## config.mk

```make
export PLATFORM = sky130hd
export DESIGN_NAME = pt_walk_top
export DESIGN_NICKNAME = d
export VERILOG_FILES = /design/src/rtl/pt_walk_pkg.sv /design/src/rtl/pt_walk_fsm.sv /design/src/rtl/pt_walk_dp.sv /design/src/rtl/pt_walk_top.sv
export SDC_FILE = /design/constraint.sdc
export NUM_CORES = 1
export LEC_CHECK = 0
export BUFFER_PORTS_ARGS = -buffer_cell sky130_fd_sc_hd__buf_2
export CAP_MARGIN = 5
export CORE_UTILIZATION = 40
export CTS_CLUSTER_DIAMETER = 50
export DETAILED_ROUTE_END_ITERATION = 8
export GPL_ROUTABILITY_DRIVEN = 0
export PLACE_DENSITY = 0.75
export SLEW_MARGIN = 20
export SYNTH_ARGS = -nofsm -noshare
export SYNTH_HDL_FRONTEND = slang
export SYNTH_SLANG_ARGS = --single-unit
```

## constraint.sdc

```tcl
create_clock -name clk -period 3.1 [get_ports clk]
set_input_delay 0.62 -clock clk [delete_from_list [all_inputs] [get_ports clk]]
set_output_delay 0.62 -clock clk [all_outputs]
set_load 0.02 [all_outputs]
```

## src/rtl/pt_walk_pkg.sv

```systemverilog
package pt_walk_pkg;
  localparam int VA_W   = 32;
  localparam int OFF_W  = 12;
  localparam int IDX_W  = 10;
  localparam int ENT_LG = 2;
  localparam int ENT_W  = 8 << ENT_LG;
  localparam int FRM_W  = VA_W - OFF_W;
  localparam int PAD_W  = VA_W - IDX_W - ENT_LG;
  localparam int VLD_BIT = 0;

  typedef enum logic [2:0] {
    ST_IDLE, ST_RD_M, ST_WT_M, ST_RD_S, ST_WT_S, ST_DONE, ST_FAULT
  } walk_st_e;

  function automatic logic [VA_W-1:0] idx_off(input logic [IDX_W-1:0] idx);
    return {{PAD_W{1'b0}}, idx, {ENT_LG{1'b0}}};
  endfunction

  function automatic logic [VA_W-1:0] mst_addr(input logic [VA_W-1:0] base,
                                               input logic [VA_W-1:0] va);
    return base + idx_off(va[VA_W-1 -: IDX_W]);
  endfunction

  function automatic logic [VA_W-1:0] sec_addr(input logic [FRM_W-1:0] frm,
                                               input logic [VA_W-1:0] va);
    return {frm, {OFF_W{1'b0}}} + idx_off(va[OFF_W +: IDX_W]);
  endfunction

  function automatic logic [VA_W-1:0] phys(input logic [FRM_W-1:0] frm,
                                           input logic [OFF_W-1:0] off);
    return {frm, off};
  endfunction
endpackage

```

## src/rtl/pt_walk_fsm.sv

```systemverilog
module pt_walk_fsm
  import pt_walk_pkg::*;
(
  input  logic clk,
  input  logic rst_n,
  input  logic walk_req,
  input  logic mem_rd_gnt,
  input  logic mem_rd_vld,
  input  logic ent_valid,
  output logic walk_ready,
  output logic rd_req,
  output logic rd_second,
  output logic evt_accept,
  output logic evt_mst_cap,
  output logic evt_sec_cap,
  output logic done_vld,
  output logic fault_vld
);
  walk_st_e st_q, st_d;

  assign walk_ready  = (st_q == ST_IDLE);
  assign rd_req      = (st_q == ST_RD_M) || (st_q == ST_RD_S);
  assign rd_second   = (st_q == ST_RD_S);
  assign evt_accept  = walk_ready && walk_req;
  assign evt_mst_cap = (st_q == ST_WT_M) && mem_rd_vld;
  assign evt_sec_cap = (st_q == ST_WT_S) && mem_rd_vld;
  assign done_vld    = (st_q == ST_DONE);
  assign fault_vld   = (st_q == ST_FAULT);

  always_comb begin
    st_d = st_q;
    unique case (st_q)
      ST_IDLE:  if (walk_req)   st_d = ST_RD_M;
      ST_RD_M:  if (mem_rd_gnt) st_d = ST_WT_M;
      ST_WT_M:  if (mem_rd_vld) st_d = ent_valid ? ST_RD_S : ST_FAULT;
      ST_RD_S:  if (mem_rd_gnt) st_d = ST_WT_S;
      ST_WT_S:  if (mem_rd_vld) st_d = ent_valid ? ST_DONE : ST_FAULT;
      ST_DONE:  st_d = ST_IDLE;
      ST_FAULT: st_d = ST_IDLE;
      default:  st_d = ST_IDLE;
    endcase
  end

  always_ff @(posedge clk) begin
    if (!rst_n) st_q <= ST_IDLE;
    else        st_q <= st_d;
  end


  idle_no_read_chk: assert property (@(posedge clk) disable iff (!rst_n)
    walk_ready |-> !rd_req);

  req_hold_chk: assert property (@(posedge clk) disable iff (!rst_n)
    rd_req && !mem_rd_gnt |=> rd_req && $stable(rd_second));

  mst_abort_chk: assert property (@(posedge clk) disable iff (!rst_n)
    evt_mst_cap && !ent_valid |=> fault_vld && !rd_req);

  done_pulse_chk: assert property (@(posedge clk) disable iff (!rst_n)
    done_vld |=> !done_vld && walk_ready);

  fault_pulse_chk: assert property (@(posedge clk) disable iff (!rst_n)
    fault_vld |=> !fault_vld && walk_ready);

  end_excl_chk: assert property (@(posedge clk) disable iff (!rst_n)
    !(done_vld && fault_vld));
endmodule

```

## src/rtl/pt_walk_dp.sv

```systemverilog
module pt_walk_dp
  import pt_walk_pkg::*;
(
  input  logic             clk,
  input  logic             rst_n,
  input  logic             evt_accept,
  input  logic             evt_mst_cap,
  input  logic             evt_sec_cap,
  input  logic             rd_req,
  input  logic             rd_second,
  input  logic [VA_W-1:0]  walk_va,
  input  logic [VA_W-1:0]  walk_base,
  input  logic [ENT_W-1:0] mem_rd_data,
  output logic [VA_W-1:0]  mem_rd_addr,
  output logic [ENT_W-1:0] done_pte,
  output logic [VA_W-1:0]  done_pa,
  output logic             fault_lvl,
  output logic [VA_W-1:0]  fault_va
);
  logic [VA_W-1:0]  va_q, base_q;
  logic [FRM_W-1:0] mst_frm_q;
  logic [ENT_W-1:0] sec_q;
  logic             lvl_q;

  always_ff @(posedge clk) begin
    if (!rst_n) begin
      va_q      <= '0;
      base_q    <= '0;
      mst_frm_q <= '0;
      sec_q     <= '0;
      lvl_q     <= 1'b0;
    end else begin
      if (evt_accept) begin
        va_q   <= walk_va;
        base_q <= walk_base;
        lvl_q  <= 1'b0;
      end
      if (evt_mst_cap) mst_frm_q <= mem_rd_data[ENT_W-1 -: FRM_W];
      if (evt_sec_cap) begin
        sec_q <= mem_rd_data;
        lvl_q <= 1'b1;
      end
    end
  end

  assign mem_rd_addr = rd_second ? sec_addr(mst_frm_q, va_q) : mst_addr(base_q, va_q);
  assign done_pte    = sec_q;
  assign done_pa     = phys(sec_q[ENT_W-1 -: FRM_W], va_q[OFF_W-1:0]);
  assign fault_lvl   = lvl_q;
  assign fault_va    = va_q;


  addr_hold_chk: assert property (@(posedge clk) disable iff (!rst_n)
    rd_req && $past(rd_req) && $stable(rd_second) |-> $stable(mem_rd_addr));

  va_hold_chk: assert property (@(posedge clk) disable iff (!rst_n)
    rd_req |=> $stable(va_q));

  pa_off_chk: assert property (@(posedge clk) disable iff (!rst_n)
    evt_sec_cap |=> done_pa[OFF_W-1:0] == fault_va[OFF_W-1:0]);
endmodule

```

## src/rtl/pt_walk_top.sv

```systemverilog
module pt_walk_top
  import pt_walk_pkg::*;
(
  input  logic             clk,
  input  logic             rst_n,
  input  logic             walk_req,
  input  logic [VA_W-1:0]  walk_va,
  input  logic [VA_W-1:0]  walk_base,
  output logic             walk_ready,
  output logic             mem_rd_req,
  output logic [VA_W-1:0]  mem_rd_addr,
  input  logic             mem_rd_gnt,
  input  logic             mem_rd_vld,
  input  logic [ENT_W-1:0] mem_rd_data,
  output logic             done_vld,
  output logic [ENT_W-1:0] done_pte,
  output logic [VA_W-1:0]  done_pa,
  output logic             fault_vld,
  output logic             fault_lvl,
  output logic [VA_W-1:0]  fault_va
);
  logic rd_second, evt_accept, evt_mst_cap, evt_sec_cap;

  pt_walk_fsm u_fsm (
    .clk(clk), .rst_n(rst_n), .walk_req(walk_req),
    .mem_rd_gnt(mem_rd_gnt), .mem_rd_vld(mem_rd_vld),
    .ent_valid(mem_rd_data[VLD_BIT]),
    .walk_ready(walk_ready), .rd_req(mem_rd_req), .rd_second(rd_second),
    .evt_accept(evt_accept), .evt_mst_cap(evt_mst_cap), .evt_sec_cap(evt_sec_cap),
    .done_vld(done_vld), .fault_vld(fault_vld)
  );

  pt_walk_dp u_dp (
    .clk(clk), .rst_n(rst_n), .evt_accept(evt_accept),
    .evt_mst_cap(evt_mst_cap), .evt_sec_cap(evt_sec_cap),
    .rd_req(mem_rd_req), .rd_second(rd_second),
    .walk_va(walk_va), .walk_base(walk_base), .mem_rd_data(mem_rd_data),
    .mem_rd_addr(mem_rd_addr), .done_pte(done_pte), .done_pa(done_pa),
    .fault_lvl(fault_lvl), .fault_va(fault_va)
  );
endmodule

```

==> results_dict.tcl, run 1 <==
set metrics [dict create \
    status "finished with violations" \
    violations "setup timing" \
    drc 0 \
    finalCritPeriodShare 1.087 \
    syn_inst 763 \
    max_stage_delay_ps 340 \
    grt_pass1_vias 4860 \
    max_slew.worst_pin.slew_ps 930.9 \
    die_w_um 123.8 \
    placed_area_mm2 0.007094 \
    fp.dieArea_mm2 0.01533 \
    synthToLayoutAreaGrowth_pct 35.57 \
    gr-total-overflow 0 \
    clk_pin_slew_ps 60 \
    final_common_cell "nand2_1" \
    cts_root_buf "clkbuf_16" \
    critical_path_required_ps 2480 \
    path_buf_inv 2 \
    crit_path_max_fanout 5 \
    hold_class "primary input to flip-flop" \
    max_freq_mhz 296.7 \
    fp.dieH_um 123.8 \
    cts.path.max_buffers 2 \
    drt_iter0_markers 223 \
    synthArstFlopShare 0 \
    final_nets 1073 \
    synthFlopType "dfxtp_1" \
    io_buffers 233 \
    ys_ff_latch 120 \
    ys_warn_count 0 \
    period_minus_slack_ps 3370 \
    final_cell_mix "274 x nand2_1, 228 x buf_2, 118 x a21boi_0" \
    path_class "flip-flop to output pin" \
    antenna_found_initial 0 \
    io_pins 234 \
    final_area_mm2 0.008045 \
    crit_slowest_cell "dfxtp_2" \
    clk_latency_ps 420 \
    initial_core_util 0.4099 \
    power_density_mw_per_mm2 772.4 \
    crit_path_start_kind "flip-flop" \
    synth-seq-area-share 0.4048 \
    postLayoutCoreUtil 0.5557 \
    grt.total_usage 0.2131 \
    antenna_left 0 \
    dp_hpwl_um 11340 \
    clock_sinks 120 \
    ctsHoldBuffers 0 \
    avgSynthCellArea_um2 7.778 \
    critPathArrivalTime_ps 2750 \
    grt_max_degree 121 \
    slew_headroom 0.3784 \
    vias 5611 \
    fin_ws_ps -270.5 \
    critPathTopFamily "compound AO/OA/AOI/OAI gates" \
    grt_setup_unrepaired "true" \
    skew_ps 10.66 \
    rows 44 \
    netlist_area_mm2 0.005934 \
    drv_cap 0 \
    wl_per_cell_um 14.21 \
    n_antenna_cell 0 \
    drt-vias-per-instance 4.845 \
    synth_edf_count 0 \
    report.power.total_mw 6.214 \
    cts_inserted_buffers 17 \
    syn_nets 875 \
    setup_viol 17 \
    worstPathCellList "ha_4, fa_2, a211o_1, a211o_1, a21oi_4, buf_6, nor3_1, xnor2_1, o21ai_2, buf_6" \
    max-vdd-ir-drop_mv 0.3908 \
    drive_gt1_frac 0.3501 \
    coreArea_mm2 0.01448 \
    crit_path_end_kind "output pin" \
    firstDrtPassIters 4 \
    hold_violations 0 \
    p_leak_nw 3.424 \
    cts_tree "yes" \
    grt_first_pass_wirelength_um 25140 \
    wl_um 16460 \
    drv_slew 0 \
    htreeDepth 4 \
    synth_cell_types 49 \
]
==> timing repair <==
item | CTS | global route
buffers inserted | 8 | 4
pin swaps | 17 | 2
resized for setup | 50 | 7
cloned | 2 | 0
endpoints found under the setup margin | 22 | 24
==> routing by layer <==
layer	routed length [um]	vias up	GRT usage
li1	-	2879	-
met1	7519	2539	0.2823
met3	902	23	0.04945
met5	0	-	0
met2	7719	170	0.3344
met4	317	0	0.08208
==> cells in the mapped netlist (10+ instances only) <==
library cell | instances | area [um^2]
a21oi_1 | 19 | 95.09
dfxtp_1 | 120 | 2402
o21ai_0 | 26 | 130.1
clkbuf_1 | 41 | 153.9
xnor2_1 | 21 | 183.9
ha_1 | 10 | 125.1
nor2_1 | 19 | 71.32
nand2_1 | 275 | 1032
a21boi_0 | 118 | 885.9
buf_4 | 32 | 240.2
==> where the power goes <==
group          switching, mW  internal [mW]  leakage [nW]
registers              0.266           1.80         0.983
logic                   1.35          0.825          2.16
clock network          0.746           1.23         0.278
total                   2.36           3.85          3.42
==> layout make-up <==
cell class                      instances  area [um^2]
Multi-Input combinational cell        558         3346
Tap cell                              184        230.2
Clock inverter                         13        142.6
Timing Repair Buffer                  257         1428
Inverter                                7        26.28
Sequential cell                       120         2420
Clock buffer                           19        452.9
Fill cell                            1340         6434
==> through the flow <==
step                      instances  setup slack (ps)  setup TNS (ps)  hold WS (ps)
after CTS                      1154            -279.2           -2476         425.5
after global placement         1113             88.80               0         448.2
final                          1158            -270.5           -2610         441.2
after detailed placement       1113             64.71               0         456.1
after floorplan                 763            -16.81          -16.81         438.8
after global routing           1158            -365.0           -5000         437.3
==> worst register-to-register path, stage by stage, from the launching register on <==
cell	delay [ps]
dfxtp_1	310
buf_4	170
nor3_1	370
and2_2	600
buf_12	270
nand2_1	90
a21boi_0	180
==> state kept, by name, indices dropped and copies added (netlist names) <==
name            cells
u_fsm.st_q          3
u_dp.done_pte      32
u_dp.mst_frm_q     20
u_dp.fault_va      32
u_dp.fault_lvl      1
u_dp.base_q        32
==> path summary, 6_finish.rpt <==
kind,startpoint,end,slack [ps],depth (start not counted)
hold reg to reg,u_dp.done_pte[7]$_SDFFE_PN0P_,u_dp.done_pte[7]$_SDFFE_PN0P_,460,2
hold / removal,walk_va[28],u_dp.fault_va[28]$_SDFFE_PN0P_,440,3
setup reg to reg,u_fsm.st_q[2]$_SDFFE_PN0P_,u_dp.fault_va[31]$_SDFFE_PN0P_,1010,6
setup / recovery,u_dp.fault_va[22]$_SDFFE_PN0P_,mem_rd_addr[26],-270,10
==> logic make-up (layout without fill, tap and decap cells) <==
group / after synthesis / in the layout / share of synthesized area
mux: 1 / 1 / 0.001687
buf+inv: 86 / 296 / 0.07485
compound gates: 185 / 186 / 0.2182
simple gates: 332 / 332 / 0.2345
fa+ha+maj: 12 / 12 / 0.02614
xor+xnor: 27 / 27 / 0.03985
flops: 120 / 120 / 0.4048
Power figures use the tool's default switching activity.
==> inputs of run 2 (changes only) <==
- PLACE_DENSITY: 0.75 -> 0.74
- SYNTH_HIERARCHICAL: default -> 1
==> run 2 against run 1 <==
Compared with the run above: the flow still finishes with violations (setup timing); sequential power is 9% lower; clock skew decreased by 1.3 ps; total power down 8.6%; die area is 5.1% higher; worst hold slack better by 26 ps; critical path type unchanged.
==> results_dict.tcl, run 2 <==
set metrics [dict create \
    crit_path_max_fanout 4 \
    drt_iter0_markers 329 \
    grt_setup_unrepaired "true" \
    worstPathCellList "ha_4, o211ai_1, or3_4, or3_4, a2111oi_4, xnor2_1, o21ai_1, buf_4" \
    antenna_found_initial 1 \
    fp.dieArea_mm2 0.01612 \
    final_area_mm2 0.008733 \
    synthToLayoutAreaGrowth_pct 39.85 \
    postLayoutCoreUtil 0.5745 \
    clk_latency_ps 410 \
    yosysMostFrequentCell "nor2b_1" \
    crit_slowest_cell "or3_4" \
    final_common_cell "buf_2" \
    max_stage_delay_ps 430 \
    synth-seq-area-share 0.3847 \
    status "finished with violations" \
    crit_path_start_kind "flip-flop" \
    synth_edf_count 0 \
    comb_power_share 0.330 \
    crit_top_cell "or3_4" \
    synth_cell_types 52 \
    clock_sinks 120 \
    synthArstFlopShare 0 \
    max-vdd-ir-drop_mv 0.3594 \
    netlist_area_mm2 0.006245 \
    initial_core_util 0.4108 \
    grt_first_pass_wirelength_um 25200 \
    preCtsSetupSlack_ps 36.25 \
    syn_nets 768 \
    dp_cells 1035 \
    n_antenna_cell 0 \
    cts_inserted_buffers 17 \
    power_density_mw_per_mm2 650.1 \
    fin_ws_ps -176.5 \
    p_sw_mw 1.883 \
    drv_cap 0 \
    fp.dieH_um 126.9 \
    clk_pin_slew_ps 60 \
    ys_ff_latch 120 \
    syn_inst 656 \
    grt_pass1_vias 5002 \
    rows 45 \
    gr-total-overflow 0 \
    drt-vias-per-instance 4.921 \
    yosysTopAreaCell "dfxtp_1" \
    firstDrtPassIters 4 \
    synthFlopType "dfxtp_1" \
    final_nets 992 \
    p_sw_frac 0.3317 \
    wl_per_cell_um 15.38 \
    synth.top_cell.area_share 0.3847 \
    p_leak_nw 3.623 \
    ys_top_cells_by_area "dfxtp_1 38%, mux2i_1 19%, nor2b_1 12%" \
    power_frac_seq 0.331 \
    critical_path_required_ps 2480 \
    power.internal_mw 3.795 \
    setup_viol 15 \
    drc 0 \
    dp_hpwl_um 11360 \
    wl_um 16630 \
    htreeDepth 4 \
    crit_path_end_kind "output pin" \
    ctsHoldBuffers 0 \
    io_pins 234 \
    critPathArrivalTime_ps 2660 \
    finalCritPeriodShare 1.057 \
    die_w_um 126.9 \
    drv_slew 0 \
    timing.hold.ws_ps 467.1 \
    setup_tns_ps -1256 \
    period_minus_slack_ps 3277 \
    stdcell_count 1081 \
    grt.total_usage 0.2007 \
    path_class "flip-flop to output pin" \
    antenna_left 0 \
    slew_headroom 0.5001 \
    grt_max_degree 74 \
    synthTopCellsByCount "122 x nor2b_1, 120 x dfxtp_1, 117 x mux2i_1" \
    skew_ps 9.404 \
    cts_root_buf "clkbuf_16" \
    vias 5320 \
    violations "setup timing" \
    placed_area_mm2 0.007538 \
    cts_tree "yes" \
    final_cell_mix "214 x buf_2, 122 x nor2b_1, 117 x mux2i_1" \
    io_buffers 233 \
    max_slew.worst_pin.slew_ps 749.9 \
    report.power.total_mw 5.678 \
    drive_gt1_frac 0.4367 \
    max_freq_mhz 305.2 \
    hold_violations 0 \
    clockPowerShare 0.339 \
    cts.path.max_buffers 2 \
    hold_class "primary input to flip-flop" \
    ys_warn_count 6 \
    avgSynthCellArea_um2 9.519 \
    coreArea_mm2 0.01520 \
]
==> run 2: cell types whose count changed after synthesis, moves of 6 or more <==
cell / change
nand2_1: -237
a21boi_0: -118
nor2b_1: +117
mux2i_1: +116
o21ai_1: +12
a211oi_1: +8
nor2_1: -8
a21oi_1: -7
clkbuf_1: -7
o21ai_0: -7
or3_1: +6
==> run 2: timing repair <==
action,4_1_cts,5_1_grt
cloned,0,0
pin swaps,38,26
setup buffers,8,7
endpoints found under the setup margin,22,22
gates resized for setup,83,34
==> run 2: cell families after synthesis <==
kind of cell               synth area share
AOI/OAI and AO/OA                   0.09176
xor gates and xnor gates            0.03226
and+or+nand+nor                      0.2014
muxes                                0.1947
adders and majority gates           0.02324
DFF                                  0.3847
buffers and inverters               0.07193
==> run 2: power groups by stage <==
stage,clock [mW],combinational (mW),sequential [mW]
2_1_floorplan,0,1.11,1.96
3_3_place_gp,0,1.69,1.88
3_5_place_dp,0,1.71,1.89
4_1_cts,1.97,1.82,1.87
5_1_grt,2.04,2.01,1.90
6_report,1.93,1.87,1.88
==> run 2: path summary, 6_finish.rpt <==
kind	start	endpoint	slack (ps)	depth (start not counted)
max	u_dp/base_q[11]$_SDFFE_PN0P_	mem_rd_addr[28]	-180	8
min	mem_rd_data[6]	u_dp/done_pte[6]$_SDFFE_PN0P_	470	3
max reg2reg	u_fsm/st_q[0]$_SDFFE_PN0P_	u_dp/base_q[8]$_SDFFE_PN0P_	1160	6
min reg2reg	u_dp/done_pte[7]$_SDFFE_PN0P_	u_dp/done_pte[7]$_SDFFE_PN0P_	500	2
==> run 2: metal layers <==
metal | track usage | vias up | part of all wire
met3 | 0.06242 | 28 | 0.059
li1 | - | 2671 | -
met5 | 0 | - | 0
met4 | 0.08613 | 0 | 0.018
met1 | 0.2500 | 2440 | 0.45
met2 | 0.3197 | 181 | 0.47
==> run 2: layout make-up <==
cell class / count / area (um^2)
clock buffers: 21 / 460.4
fillers: 1291 / 6469
repair buffers: 279 / 1643
flip-flops and latches: 120 / 2431
well taps: 188 / 235.2
clock inverters: 11 / 123.9
multi-input cells: 453 / 3806
inverters: 9 / 33.78
==> run 2: worst max-delay path: cells and delay by family (launching register included) <==
family / cells / cell delay [ps]
buffers and inverters: 1 / 170
AOI/OAI and AO/OA: 3 / 500
and+or+nand+nor: 2 / 840
adders and majority gates: 1 / 270
xor gates and xnor gates: 1 / 130
DFF: 1 / 340
==> inputs of run 3 (changes only) <==
--- a/config.mk
+++ b/config.mk
@@ -9,2 +9,3 @@
 export CAP_MARGIN = 5
+export CORE_MARGIN = 3
 export CORE_UTILIZATION = 40
--- a/constraint.sdc
+++ b/constraint.sdc
@@ -3,2 +3,2 @@
 set_output_delay 0.62 -clock clk [all_outputs]
-set_load 0.02 [all_outputs]
+set_load 0.005 [all_outputs]
==> run 3 against run 2 <==
Compared with the run above: the flow still finishes with violations (setup timing); clock skew down 2.6 ps; sequential cell count unchanged; cell area fell by 0.59%; register-to-register slack got worse by 80 ps; utilization is 0.55 points lower; worst setup slack improved by 93 ps; fmax is 2.9% higher; sequential share of layout area increased by 0.14 points; sequential power is essentially flat; total power about the same; clock-buffer cell count did not move; largest cell class unchanged.
==> results_dict.tcl, run 3 (synthesis results as in run 2) <==
set metrics [dict create \
    stdcell_count 1103 \
    max-vdd-ir-drop_mv 0.4490 \
    wl_um 16850 \
    path_class "flip-flop to output pin" \
    min_path_cells 3 \
    grt_first_pass_wirelength_um 25020 \
    io_pins 234 \
    fin_ws_ps -84.03 \
    cts.path.max_buffers 2 \
    drv_cap 0 \
    slew_headroom 0.4984 \
    preCtsSetupSlack_ps 133.2 \
    hold_class "primary input to flip-flop" \
    n_antenna_cell 0 \
    grt.busiest_layer "met2" \
    drt_iter0_markers 268 \
    critical_path_required_ps 2480 \
    clock_sinks 120 \
    status "finished with violations" \
    initial_core_util 0.4093 \
    skew_ps 6.806 \
    reg2regPathDepth 6 \
    p_leak_nw 3.651 \
    antenna_left 0 \
    crit_path_start_kind "flip-flop" \
    hold_violations 0 \
    min_delay_worst_endpoint "u_dp/fault_va[13]$_SDFFE_PN0P_" \
    grt_max_degree 51 \
    htreeDepth 4 \
    power_density_mw_per_mm2 654.1 \
    timing.hold.ws_ps 467.4 \
    synthToLayoutAreaGrowth_pct 39.03 \
    multiInputGateArea_mm2 0.003720 \
    drt-vias-per-instance 4.851 \
    antenna_found_initial 0 \
    max_slew.worst_pin.slew_ps 752.4 \
    finalCritPeriodShare 1.027 \
    r2r_setup_slack_ps 1080 \
    reg2reg_from "u_fsm/st_q[1]$_SDFFE_PN0P_" \
    fillerInstances 1354 \
    cts_inserted_buffers 17 \
    period_minus_slack_ps 3184 \
    final_cell_mix "233 x buf_2, 122 x nor2b_1, 117 x mux2i_1" \
    cts_tree "yes" \
    final_common_cell "buf_2" \
    violations "setup timing" \
    io_buffers 233 \
    critPathArrivalTime_ps 2560 \
    wl_per_cell_um 15.28 \
    grt_pass1_vias 4969 \
    rows 45 \
    clk_latency_ps 410 \
    ctsHoldBuffers 0 \
    crit_path_max_fanout 4 \
    setup_viol 8 \
    grt_use_met1 0.2416 \
    fp.dieH_um 130.9 \
    met2_usage 0.2966 \
    crit-reg2reg-capture "u_dp/fault_va[27]$_SDFFE_PN0P_" \
    coreArea_mm2 0.01526 \
    cts_root_buf "clkbuf_16" \
    firstDrtPassIters 4 \
    clk_pin_slew_ps 60 \
    gr-total-overflow 0 \
    vias 5351 \
    setup_tns_ps -275.7 \
    grt.total_usage 0.1851 \
    drc 0 \
    dp_hpwl_um 12040 \
    crit_path_end_kind "output pin" \
    regArea_mm2 0.002429 \
    min_from "walk_va[13]" \
    die_w_um 130.9 \
    grt_util_met3 0.05325 \
    max_freq_mhz 314.1 \
    fp.dieArea_mm2 0.01715 \
    drv_slew 0 \
    drive_gt1_frac 0.4283 \
    postLayoutCoreUtil 0.5690 \
    final_nets 991 \
    dp_cells 1053 \
    grt_setup_unrepaired "true" \
]
==> run 3: cell count changes in the layout (fill, tap and decap cells not counted), sizes merged <==
cell	change
buf	-1
bufinv	+4
clkinv	-3
clkinvlp	-1
==> run 3: worst max-delay path, cell delays in order (launching register included) <==
cell and delay, ps:
dfxtp_2 340, ha_4 270, o211ai_1 70, or3_4 420
or3_4 400, a2111oi_4 220, xnor2_1 90, o21ai_1 200
buf_2 150
==> run 3: layout make-up <==
cell class	count	share of cell area
clock buffer	21	0.05419
clock inverter	11	0.02508
inverter	9	0.003891
multi-input combinational	453	0.4284
sequential	120	0.2797
tap	211	0.03041
timing repair buffer	278	0.1783
==> run 3: routing by layer <==
metal	wire (um)	up-vias
li1	-	2676
met1	7533	2467
met2	7922	190
met3	1081	18
met4	312	0
met5	0	-
==> run 3: worst max-delay path by stage <==
stage                              startpoint              end  slack, ps
2_1_floorplan  u_dp/fault_va[22]$_SDFFE_PN0P_  mem_rd_addr[16]        290
3_3_place_gp   u_dp/fault_va[31]$_SDFFE_PN0P_  mem_rd_addr[28]        160
3_5_place_dp   u_dp/fault_va[22]$_SDFFE_PN0P_  mem_rd_addr[12]        130
4_1_cts           u_dp/base_q[2]$_SDFFE_PN0P_  mem_rd_addr[30]        -90
5_1_grt        u_dp/fault_va[29]$_SDFFE_PN0P_  mem_rd_addr[27]       -170
6_report       u_dp/fault_va[31]$_SDFFE_PN0P_  mem_rd_addr[28]        -80
==> run 3: metrics by stage <==
stage	total power, mW	area [um^2]
after floorplan	2.808	6245
after global placement	3.293	7507
after detailed placement	3.314	7507
after CTS	5.678	8446
after global routing	5.969	8682
final	5.679	8682
==> run 3: where the power goes <==
group | total [mW] | internal (mW) | switching, mW
Sequential | 1.87 | 1.73 | 0.144
Combinational | 1.53 | 0.767 | 0.762
Clock | 2.28 | 1.57 | 0.704
Total | 5.68 | 4.07 | 1.61
==> run 3: what timing repair did <==
action / in CTS / in global routing
pin swaps: 22 / 22
gates resized for setup: 43 / 41
buffers inserted: 13 / 5
setup endpoints to repair: 23 / 23
